===== src/rtl/pfd_lock.sv =====
module pfd_lock #(
  parameter int LOCK_PERIODS = 4,
  parameter int WIDE_CYC     = 2,
  localparam int GW = $clog2(LOCK_PERIODS + 1),
  localparam int WW = $clog2(WIDE_CYC + 2)
) (
  input  logic       clk,
  input  logic       rst_n,
  input  logic       ref_div,
  input  logic       rf_div,
  input  logic       loop_sense,
  input  logic       strobe,
  input  logic [1:0] gain_code,
  output logic       pump_up,
  output logic       pump_dn,
  output logic [1:0] gain_sel,
  output logic       lock,
  output logic       fref_mon,
  output logic       fpd_mon
);

  logic ref_q, rf_q, flag_r, flag_v, bad;
  logic [1:0] gain_q;
  logic [GW-1:0] good;
  logic [WW-1:0] wcnt;

  wire ref_rise = ref_div & ~ref_q;
  wire rf_rise  = rf_div & ~rf_q;
  wire active   = flag_r | flag_v;
  wire wide     = active && (int'(wcnt) >= WIDE_CYC);

  always_ff @(posedge clk) begin
    if (!rst_n) begin
      ref_q <= 1'b0;
      rf_q  <= 1'b0;
    end else begin
      ref_q <= ref_div;
      rf_q  <= rf_div;
    end
  end

  always_ff @(posedge clk) begin
    if (!rst_n || strobe) begin
      flag_r <= 1'b0;
      flag_v <= 1'b0;
    end else if (flag_r && flag_v) begin
      flag_r <= ref_rise;
      flag_v <= rf_rise;
    end else begin
      flag_r <= flag_r | ref_rise;
      flag_v <= flag_v | rf_rise;
    end
  end

  assign pump_up  = ~strobe & (loop_sense ? flag_r : flag_v);
  assign pump_dn  = ~strobe & (loop_sense ? flag_v : flag_r);
  assign fref_mon = loop_sense ? ref_div : rf_div;
  assign fpd_mon  = loop_sense ? rf_div : ref_div;

  always_ff @(posedge clk) begin
    if (!rst_n)      gain_q <= 2'd0;
    else if (strobe) gain_q <= gain_code;
  end
  assign gain_sel = strobe ? gain_code : gain_q;

  always_ff @(posedge clk) begin
    if (!rst_n || !active) wcnt <= '0;
    else if (!wide)        wcnt <= wcnt + 1'b1;
  end

  always_ff @(posedge clk) begin
    if (!rst_n || strobe) begin
      lock <= 1'b0;
      good <= '0;
      bad  <= 1'b0;
    end else if (wide) begin
      lock <= 1'b0;
      good <= '0;
      bad  <= 1'b1;
    end else if (ref_rise) begin
      if (bad) begin
        bad  <= 1'b0;
        good <= '0;
      end else begin
        if (int'(good) < LOCK_PERIODS) good <= good + 1'b1;
        if (int'(good) + 1 >= LOCK_PERIODS) lock <= 1'b1;
      end
    end
  end


  strobe_off_chk: assert property (@(posedge clk) disable iff (!rst_n)
    strobe |=> !(flag_r || flag_v));


  min_pulse_chk: assert property (@(posedge clk) disable iff (!rst_n)
    (pump_up && pump_dn) |=> !(pump_up && pump_dn));


  gain_hold_chk: assert property (@(posedge clk) disable iff (!rst_n)
    (!strobe && $past(!strobe)) |-> $stable(gain_sel));


  lock_drop_chk: assert property (@(posedge clk) disable iff (!rst_n)
    wide |=> !lock);


  lock_rise_chk: assert property (@(posedge clk) disable iff (!rst_n)
    $rose(lock) |-> $past(ref_rise));

endmodule


===== config.mk =====
export PLATFORM = sky130hd
export DESIGN_NAME = pfd_lock
export DESIGN_NICKNAME = d
export VERILOG_FILES = /design/src/rtl/pfd_lock.sv
export SDC_FILE = /design/constraint.sdc
export NUM_CORES = 1
export LEC_CHECK = 0
export ABC_AREA = 1
export BUFFER_PORTS_ARGS = -buffer_cell sky130_fd_sc_hd__clkbuf_2
export CORE_MARGIN = 2
export CORE_UTILIZATION = 44
export DETAILED_ROUTE_END_ITERATION = 12
export HOLD_SLACK_MARGIN = 0.03
export PLACE_DENSITY_LB_ADDON = 0.08
export SETUP_SLACK_MARGIN = 0.2
export SLEW_MARGIN = 20
export SYNTH_ARGS = -nofsm -noshare
export SYNTH_HDL_FRONTEND = slang
export SYNTH_SLANG_ARGS = --single-unit

===== constraint.sdc =====
create_clock -name clk -period 1 [get_ports clk]
set_input_delay 0.2 -clock clk [delete_from_list [all_inputs] [get_ports clk]]
set_output_delay 0.2 -clock clk [all_outputs]
set_load 0.01 [all_outputs]

== Word-level counts from Yosys, hierarchy flattened ==
Cells that the tools add are included.
Cells by class
  reduce and logical (&&, ||, !) cells: 11
  mux-type cells: 11
  order comparisons: 3
  bitwise operators: 11
  add/subtract/negate cells: 3
Operators with widths (number)
  two-way mux 1 bit: 8
  two-way mux 3 bit: 2
  adder 3 x 1 -> 4 bit (second input constant): 1
  bitwise AND 1 bit: 4
  >= comparator 4 x 3 -> 1 bit (second input constant): 1
  inverter 1 bit: 4
  nonzero test 2 bit: 2
  adder 3 x 1 -> 3 bit (second input constant): 1
  < comparator 3 bit (second input constant): 1
  OR 1 bit: 3
  AND reduction 3 bit: 1
  adder 2 x 1 -> 2 bit (second input constant): 1
  >= comparator 2 bit (second input constant): 1
  logical AND 1 bit: 2
  logical NOT 1 bit: 2
  logical OR 1 bit: 2
  two-way mux 2 bit: 1
  AND reduction 2 bit: 1
  OR reduction 2 bit: 1
Storage, ports and cells
  output and inout bits: 7
  bits in registers: 13
  input port bits: 8
  logic and storage cells: 48

== Longest topological paths before layout ==
Gate-level depths: netlist of the first run.
  depth in word-level cells: 4
  depth in mapped cells: 7
  gate-level depth less buffers: 7

== Worst setup path before layout of the first run ==
OpenSTA, ideal clock, no wires.
  path type: flip-flop to flip-flop
  start point: reg good[0]
  end point: reg lock
  path slack: -0.024 ns
  period minus slack after synthesis: 1.024 ns
  arrival time: 0.907 ns
  data required time: 0.883 ns
  path buffers: 0
  cell stages (with the launch flop): 5
  setup time: 0.117 ns
  cell sequence: dfxtp_1 ha_1 or2_2 nand3_1 a21oi_1
Between the ends
  cells in the longest elaborated chain, start to end: 3
Ends and longest elaborated chain
  start: declaration: line 24  | logic [GW-1:0] good;
  adder 3 x 1 -> 4 bit: line 86  | if (int'(good) + 1 >= LOCK_PERIODS) lock <= 1'b1;
  >= comparator 4 x 3 -> 1 bit: line 86
  AND reduction 3 bit (no source line)
  end: declaration: line 17  | output logic lock,
Every way passes these cells.
A chain may end at the register's enable or synchronous reset.

== Final worst setup path of the first run ==
  start point: reg flag_r
  end point: out pump_dn
Between the ends
  cells in the longest elaborated chain, start to end: 2
Ends and longest elaborated chain
  start: declaration: line 22  | logic ref_q, rf_q, flag_r, flag_v, bad;
  start signal: assignment: line 47  | flag_r <= ref_rise;
  start signal: assignment: line 50  | flag_r <= flag_r | ref_rise;
  two-way mux 1 bit: line 56  | assign pump_dn = ~strobe & (loop_sense ? flag_v : flag_r);
  bitwise AND 1 bit: line 56
  end: declaration: line 15  | output logic pump_dn,
Every way passes these cells.

==> flow_summary.ini, run 1 <==
[status]
status = complete, but fails checks
failed_checks = setup timing

[detailed_routing]
firstDrtPassIters = 3
routed-wl-met2_microns = 599
vias_per_cell = 4.84
drt_iter0_drc = 6
wl_mm = 1.26
dr_wl_met3_microns = 48
top_layer = met4
drt-met1-wl_microns = 587
routedWlPerCell_microns = 9.98
drc = 0
vias = 610
ant_nets = 0

[timing]
worst_hold_slack_ns = 0.116
finalWorstSetupSlack_ns = -0.148
setup_viol = 4
fin_crit_ns = 1.15
slew_headroom_pct = 83.3
post-route-period-util_pct = 115
worst_pin_slew_ns = 0.250
max_freq_ghz = 0.871
slew_viol_final = 0
skew_ns = 0.00661
rsz0062_at_grt = yes
hold_viol = 0

[cts]
cts_hold_buf = 0
path_clk_slew_ns = 0.08
htree_levels = 1
cts_made_buffers = 3
worstSkewPairLatency_ns = 0.28
cts_tree = built
clockBufferDepth = 2
cts-root-buf = clkbuf_4
clkSinkCount = 13

[floorplanning]
die_w_microns = 41.3
io_pins = 15
fp-row-count = 13
die_h_microns = 41.3
initial_utilization_pct = 46.9
coreArea_sq_um = 1300
dieArea_sq_um = 1700

[synthesis]
synthTopCellsByArea = dfxtp_1 (43%), nand2_1 (14%), inv_1 (11%)
yosysWarnings = 0
synthesis.nets = 97
synth_cells = 87
synth_top_area_share_pct = 42.6
synth_top_cell_by_area = dfxtp_1
synth_area_sq_um = 611
ys_ff_latch = 13
syn_area_per_cell_sq_um = 7.02
synth_seq_area_share_pct = 42.6
ys_types = 14

[setup_path]
worst_setup_path_start_kind = flip-flop
r2r_cells = 4
crit_arrival_ns = 0.95
worstPathMaxFanout = 4
r2r-end = good[1]$_SDFFE_PP0P_
crit_type = flip-flop to output port
crit_end = pump_dn
cp.required_ns = 0.80
reg2reg_from = flag_v$_SDFF_PP0_
startpoint = flag_r$_SDFF_PP0_
critPathCaptureType = output port
r2r_slack_ns = 0.01

[global_routing]
overflow = 0
first_global_vias = 483
grt_pass1_wl_mm = 1.88
grt_max_degree = 9
grt_antenna_before_repair = 0
grt_usage_pct = 17.3

[pwr]
p_leak_uw = 0.000409
p_per_area_nw_per_um2 = 1150
peakVddDrop_mv = 0.834
finalPower_uw = 1060

[min_path]
hp-start = ref_div
hold_class = input pin to flip-flop

[finish]
area_growth_pct = 51.0
final_common_cell = nand2_1
mostFrequentLayoutCells = nand2_1 (20), inv_1 (13), a21oi_2 (9)
fin_area_sq_um = 922
layout-drive-gt1-share_pct = 53.2
n_antenna_cell = 0
nets = 122

[job]
maxCapViolCount = 0

[place]
placed_area_sq_um = 767
gp_congestion = 0.752
port_buffers = 14
dp.final_hpwl_microns = 879
pre_cts_ws_ns = 0.00677
through the flow:
stage	std cells	utilization [%]	setup TNS, ns
floorplan	87	-	0
global placement	118	58.9	0
detailed placement	118	58.9	0
CTS	126	67.9	-0.383
global route	126	70.9	-0.820
finish	126	70.9	-0.364
final cells by class:
type	instances	area, sq um
Inverter	19	76.3
Tap cell	15	18.8
Multi-Input combinational cell	55	385
Clock buffer	4	26.3
Sequential cell	13	275
Fill cell	112	379
Timing Repair Buffer	20	140
synth_stat cells:
cell / n
nand2_1: 23
nand4_1: 3
ha_1: 2
inv_2: 1
o21ai_0: 4
a21oi_1: 13
nand3_1: 1
o21ai_2: 2
xor2_1: 1
or2_2: 1
nor2_4: 1
nor2_1: 4
inv_1: 18
dfxtp_1: 13
metal layers:
layer / GRT usage [%] / vias up
met2: 29.3 / 13
met3: 4.89 / 2
met1: 20.1 / 271
li1: - / 324
met5: 0 / -
met4: 7.26 / 0
timing repair:
action	in CTS	in global routing
buffers inserted	4	0
endpoints found under the setup margin	14	14
gates resized for setup	19	24
endpoints found under the hold margin	0	0
pin swaps	2	3
kinds of logic (layout without fill, tap and decap cells):
| family | count (synthesis) | count (layout) | share of synthesized area, % |
|---|---|---|---|
| buffers and inverters | 19 | 43 | 11.7 |
| and+or+nand+nor | 33 | 33 | 23.4 |
| AOI/OAI and AO/OA | 19 | 19 | 16.8 |
| xor gates and xnor gates | 1 | 1 | 1.43 |
| adders and majority gates | 2 | 2 | 4.10 |
| DFF | 13 | 13 | 42.6 |
sequential cells by signal (all words and copies together), names as in the netlist:
| signal | cells |
|---|---|
| ref_q | 1 |
| good | 3 |
| flag_r | 1 |
| lock | 1 |
| flag_v | 1 |
| bad | 1 |
| rf_q | 1 |
| wcnt | 2 |
| gain_q | 2 |
where the power goes:
part | internal [uW] | leakage, uW | switching, uW
Combinational | 83.2 | 0.000283 | 96.1
Clock | 155 | 0.0000150 | 177
Sequential | 534 | 0.000110 | 14.5
critical path, stage by stage, from the launching register on:
cell and delay (ns):
dfxtp_4 0.38, o21ai_2 0.06, a21oi_2 0.10, buf_2 0.14
how the worst min path moves through the flow:
stage,endpoint,depth (start not counted)
final,ref_q$_SDFF_PN0_,3
after global routing,ref_q$_SDFF_PN0_,3
after CTS,ref_q$_SDFF_PN0_,3
after detailed placement,ref_q$_SDFF_PN0_,3
after global placement,ref_q$_SDFF_PN0_,3
after floorplan,ref_q$_SDFF_PN0_,2
Power figures use the tool's default switching activity.
==> inputs of run 2 (changes only) <==
--- a/config.mk
+++ b/config.mk
@@ -11,7 +11,7 @@
 export CORE_UTILIZATION = 44
 export DETAILED_ROUTE_END_ITERATION = 12
 export HOLD_SLACK_MARGIN = 0.03
-export PLACE_DENSITY_LB_ADDON = 0.08
+export PLACE_DENSITY_LB_ADDON = 0.15
 export SETUP_SLACK_MARGIN = 0.2
 export SLEW_MARGIN = 20
 export SYNTH_ARGS = -nofsm -noshare
==> flow_summary.ini, run 2 (same netlist as run 1, synthesis figures left out) <==
[floorplanning]
fp-row-count = 13
io_pins = 15
initial_utilization_pct = 46.9
dieArea_sq_um = 1700
die_w_microns = 41.3
coreArea_sq_um = 1300
die_h_microns = 41.3

[cts]
clkSinkCount = 13
worstSkewPairLatency_ns = 0.26
cts-root-buf = clkbuf_4
cts_hold_buf = 0
cts_tree = built
cts_made_buffers = 3
clockBufferDepth = 2
htree_levels = 1
path_clk_slew_ns = 0.08

[finish]
fill_cells = 103
ff_latch_area_sq_um = 272
multi_input_area_sq_um = 388
largest_register_ffs = 3
mostFrequentLayoutCells = nand2_1 (20), inv_1 (13), a21oi_2 (9)
utilization_pct = 71.6
area_growth_pct = 52.7
fin_cells = 127
final_common_cell = nand2_1
largest-register = good
reg.largest.list = good (3), gain_q (2), wcnt (2)
n_antenna_cell = 0
nets = 123
layout-drive-gt1-share_pct = 53.6

[pwr]
p_seq_share_pct = 52.4
internal_power_uw = 773
power_frac_clock_pct = 29.9
p_leak_uw = 0.000414
p_switching_uw = 271
peakVddDrop_mv = 0.819
p_per_area_nw_per_um2 = 1120
p_comb_share_pct = 17.7
p_sw_share_pct = 25.9

[setup_path]
crit_path_max_incr_delay_ns = 0.37
crit_type = flip-flop to output port
critical_path_buf_inv_count = 1
cp.required_ns = 0.80
cpMaxStageDelayCell = dfxtp_2
cp_cell_sequence = o21ai_2 > a21oi_2 > buf_2
worst_setup_path_start_kind = flip-flop
crit_arrival_ns = 0.93
critPathCaptureType = output port
worstPathMaxFanout = 3
critical_path.top_delay_family = flip-flops

[timing]
worst_hold_slack_ns = 0.156
fin_crit_ns = 1.13
finalWorstSetupSlack_ns = -0.127
rsz0062_at_grt = yes
setup_viol = 4
worst_pin_slew_ns = 0.202
hold_viol = 0
skew_ns = 0.00180
slew_viol_final = 0
max_freq_ghz = 0.887
post-route-period-util_pct = 113
slew_headroom_pct = 86.5

[global_routing]
grt_usage_pct = 17.9
grt_pass1_wl_mm = 1.96
grt_antenna_before_repair = 0
first_global_vias = 480
grt_max_degree = 9
overflow = 0

[place]
dp.final_hpwl_microns = 899
pre_cts_ws_ns = -0.0125
gp_congestion = 0.668
placedCellCount = 118
port_buffers = 14

[detailed_routing]
drt_iter0_drc = 2
firstDrtPassIters = 2
wl_mm = 1.32
ant_nets = 0
vias_per_cell = 4.76
routedWlPerCell_microns = 10.4
vias = 605
drc = 0

[job]
maxCapViolCount = 0

[status]
failed_checks = setup timing
status = complete, but fails checks

[min_path]
hold_class = input pin to flip-flop
run 2: changes by cell type in the layout (fill, tap and decap cells not counted), sizes merged:
cell,before,now
clkbuf,8,9
run 2: routing by layer:
layer  vias up  share of wire [%]  GRT usage [%]
li1        323                  -              -
met1       270                 48           24.6
met2        10                 49           27.3
met3         2                2.9           3.26
met4         0               0.83           7.26
met5         -                  0              0
run 2: layout make-up:
| class | instances | area share [%] |
|---|---|---|
| Tap cell | 15 | 2.01 |
| Clock buffer | 4 | 2.82 |
| Inverter | 19 | 7.92 |
| Multi-Input combinational cell | 55 | 41.6 |
| Sequential cell | 13 | 29.1 |
| Timing Repair Buffer | 21 | 16.5 |
run 2: timing repair:
item,CTS,global route
buffers inserted,4,1
resized for setup,17,23
pin swaps,2,3
endpoints found under the setup margin,14,14
cloned,0,0
run 2: worst reg2reg max path: cells and delay by family, from the launching register on:
kind                       cells  cell delay, ns
DFF                            1            0.34
adders and majority gates      1            0.14
AOI/OAI and AO/OA              2            0.20
and+or+nand+nor                2            0.15
buffers and inverters          2            0.10
run 2: final timing paths:
path                                to  cells past startpoint                 start  slack [ns]
setup / recovery               pump_up                      3     flag_v$_SDFF_PP0_       -0.13
hold / removal        ref_q$_SDFF_PN0_                      3               ref_div        0.16
setup reg to reg  good[0]$_SDFFE_PP0P_                      7  wcnt[0]$_SDFFE_PP0N_        0.01
hold reg to reg   gain_q[1]$_SDFF_PN0_                      2  gain_q[1]$_SDFF_PN0_        0.47
run 2: power groups by stage:
| stage | clock (uW) | combinational, uW | sequential [uW] |
|---|---|---|---|
| after global routing | 335 | 204 | 549 |
| after CTS | 326 | 170 | 549 |
| after global placement | 0 | 135 | 562 |
| after floorplan | 0 | 80.3 | 561 |
| final | 312 | 185 | 548 |
| after detailed placement | 0 | 136 | 562 |
run 2: metrics by stage:
step / instance area [sq um] / TNS (ns) / power, uW
floorplan: 663 / 0 / 641
global placement: 767 / 0 / 697
detailed placement: 767 / -0.0125 / 699
CTS: 880 / -0.333 / 1040
global route: 932 / -0.680 / 1090
finish: 932 / -0.270 / 1040
==> inputs of run 3 (changes only) <==
--- a/config.mk
+++ b/config.mk
@@ -5,7 +5,6 @@
 export SDC_FILE = /design/constraint.sdc
 export NUM_CORES = 1
 export LEC_CHECK = 0
-export ABC_AREA = 1
 export BUFFER_PORTS_ARGS = -buffer_cell sky130_fd_sc_hd__clkbuf_2
 export CORE_MARGIN = 2
 export CORE_UTILIZATION = 44
==> flow_summary.ini, run 3 <==
[cts]
clockBufferDepth = 2
cts-root-buf = clkbuf_4
path_clk_slew_ns = 0.08
clkSinkCount = 13
cts_tree = built
worstSkewPairLatency_ns = 0.27
htree_levels = 1
cts_made_buffers = 3

[floorplanning]
initial_utilization_pct = 47.2
dieArea_sq_um = 1710
die_h_microns = 41.4
coreArea_sq_um = 1300
die_w_microns = 41.4
fp-row-count = 13
io_pins = 15

[setup_path]
crit_arrival_ns = 0.97
startpoint = gain_q[0]$_SDFF_PN0_
worstPathMaxFanout = 2
r2r_cells = 5
cp.required_ns = 0.80
worst_setup_path_start_kind = flip-flop
r2r_slack_ns = -0.07
critPathCaptureType = output port
reg2reg_from = wcnt[0]$_SDFFE_PP0N_
crit_type = flip-flop to output port
r2r-end = good[2]$_SDFFE_PP0P_
crit_end = gain_sel[0]

[global_routing]
grt_usage_pct = 17.7
first_global_vias = 477
grt_antenna_before_repair = 0
grt_max_degree = 8
grt_pass1_wl_mm = 1.85
overflow = 0

[detailed_routing]
ant_nets = 0
wl_mm = 1.34
routedWlPerCell_microns = 12.5
vias = 556
vias_per_cell = 5.20
firstDrtPassIters = 4
drt_iter0_drc = 5
drc = 0

[timing]
post-route-period-util_pct = 117
skew_ns = 0.00366
hold_viol = 0
finalWorstSetupSlack_ns = -0.172
worst_hold_slack_ns = 0.179
slew_headroom_pct = 85.0
fin_crit_ns = 1.17
max_freq_ghz = 0.853
slew_viol_final = 0
rsz0062_at_grt = yes
worst_pin_slew_ns = 0.223
setup_viol = 10

[finish]
fill_cells = 100
area_growth_pct = 57.0
layout-drive-gt1-share_pct = 63.0
ff_latch_area_sq_um = 274
mostFrequentLayoutCells = clkbuf_2 (8), buf_6 (8), buf_4 (7)
nets = 103
utilization_pct = 74.1
multi_input_area_sq_um = 425
largest_register_ffs = 3
reg.largest.list = good (3), gain_q (2), wcnt (2)
largest-register = good
n_antenna_cell = 0

[synthesis]
synth_seq_area_share_pct = 42.4
ys_ff_latch = 13
synth.most_common_cell = dfxtp_1
yosysWarnings = 0
synthTopCellsByArea = dfxtp_1 (42%), mux2_2 (7.3%), a21oi_1 (6.5%)
synth_edf_count = 0
synth_cells = 63
synthesis.nets = 73
async_flop_share_pct = 0
ys.flop_type = dfxtp_1
synth_top_cell_by_area = dfxtp_1
ys_types = 22
synth_area_sq_um = 614
synth_top_area_share_pct = 42.4
syn_area_per_cell_sq_um = 9.75
yosys-top-cells-count = dfxtp_1 (13), a21oi_1 (8), nor2_1 (6)

[status]
status = complete, but fails checks
failed_checks = setup timing

[place]
port_buffers = 14
dp.final_hpwl_microns = 907
gp_congestion = 0.692

[min_path]
hold_class = input pin to flip-flop

[job]
maxCapViolCount = 0

[pwr]
p_leak_uw = 0.000412
finalPower_uw = 1070
peakVddDrop_mv = 0.756
p_per_area_nw_per_um2 = 1110
run 3: what timing repair did:
action | in CTS | in global routing
endpoints found under the hold margin | 0 | 0
buffers inserted | 4 | 1
hold buffers | 0 | 0
resized for setup | 14 | 20
setup endpoints to repair | 16 | 18
pin swaps | 8 | 8
gates cloned | 0 | 0
run 3: report_power, final:
part,switching (uW),internal (uW)
registers,10.1,533
logic,82.6,119
clock network,171,155
run 3: cells by family after synthesis:
kind of cell	share of synthesized area, %
AOI/OAI and AO/OA	14.3
muxes	10.6
adders and majority gates	4.07
and+or+nand+nor	27.5
DFF	42.4
buffers and inverters	1.22
run 3: final cells by class:
type | count | area share (%)
multi-input combinational | 48 | 44.1
timing repair buffer | 25 | 22.0
sequential | 13 | 28.4
inverter | 2 | 0.778
tap | 15 | 1.95
clock buffer | 4 | 2.72
run 3: per-layer routing:
| metal | up-vias | routed length, microns | GRT usage, % |
|---|---|---|---|
| li1 | 280 | - | - |
| met1 | 256 | 608 | 19.0 |
| met2 | 16 | 640 | 28.9 |
| met3 | 4 | 60 | 4.79 |
| met4 | 0 | 31 | 14.5 |
| met5 | - | 0 | 0 |
run 3: per-stage QoR:
| stage | setup slack, ns | cell area [sq um] | cells | setup TNS, ns |
|---|---|---|---|---|
| final | -0.172 | 965 | 107 | -0.873 |
| after global routing | -0.212 | 965 | 107 | -1.26 |
| after CTS | -0.187 | 887 | 106 | -0.815 |
| after detailed placement | -0.0873 | 778 | 98 | -0.241 |
| after global placement | -0.0568 | 778 | 98 | -0.133 |
| after floorplan | -0.0397 | 644 | 63 | -0.0405 |
run 3: critical path, cell delays in order (launching register included):
cell	delay (ns)
dfxtp_1	0.30
mux2_4	0.27
buf_6	0.12
run 3: how the worst min path moves through the flow:
stage,to,from,cells after the start,slack [ns]
2_1_floorplan,ref_q$_SDFF_PN0_,ref_div,1,0.32
3_3_place_gp,rf_q$_SDFF_PN0_,rf_div,2,0.45
3_5_place_dp,rf_q$_SDFF_PN0_,rf_div,2,0.45
4_1_cts,rf_q$_SDFF_PN0_,rf_div,2,0.17
5_1_grt,rf_q$_SDFF_PN0_,rf_div,2,0.18
6_report,rf_q$_SDFF_PN0_,rf_div,2,0.18
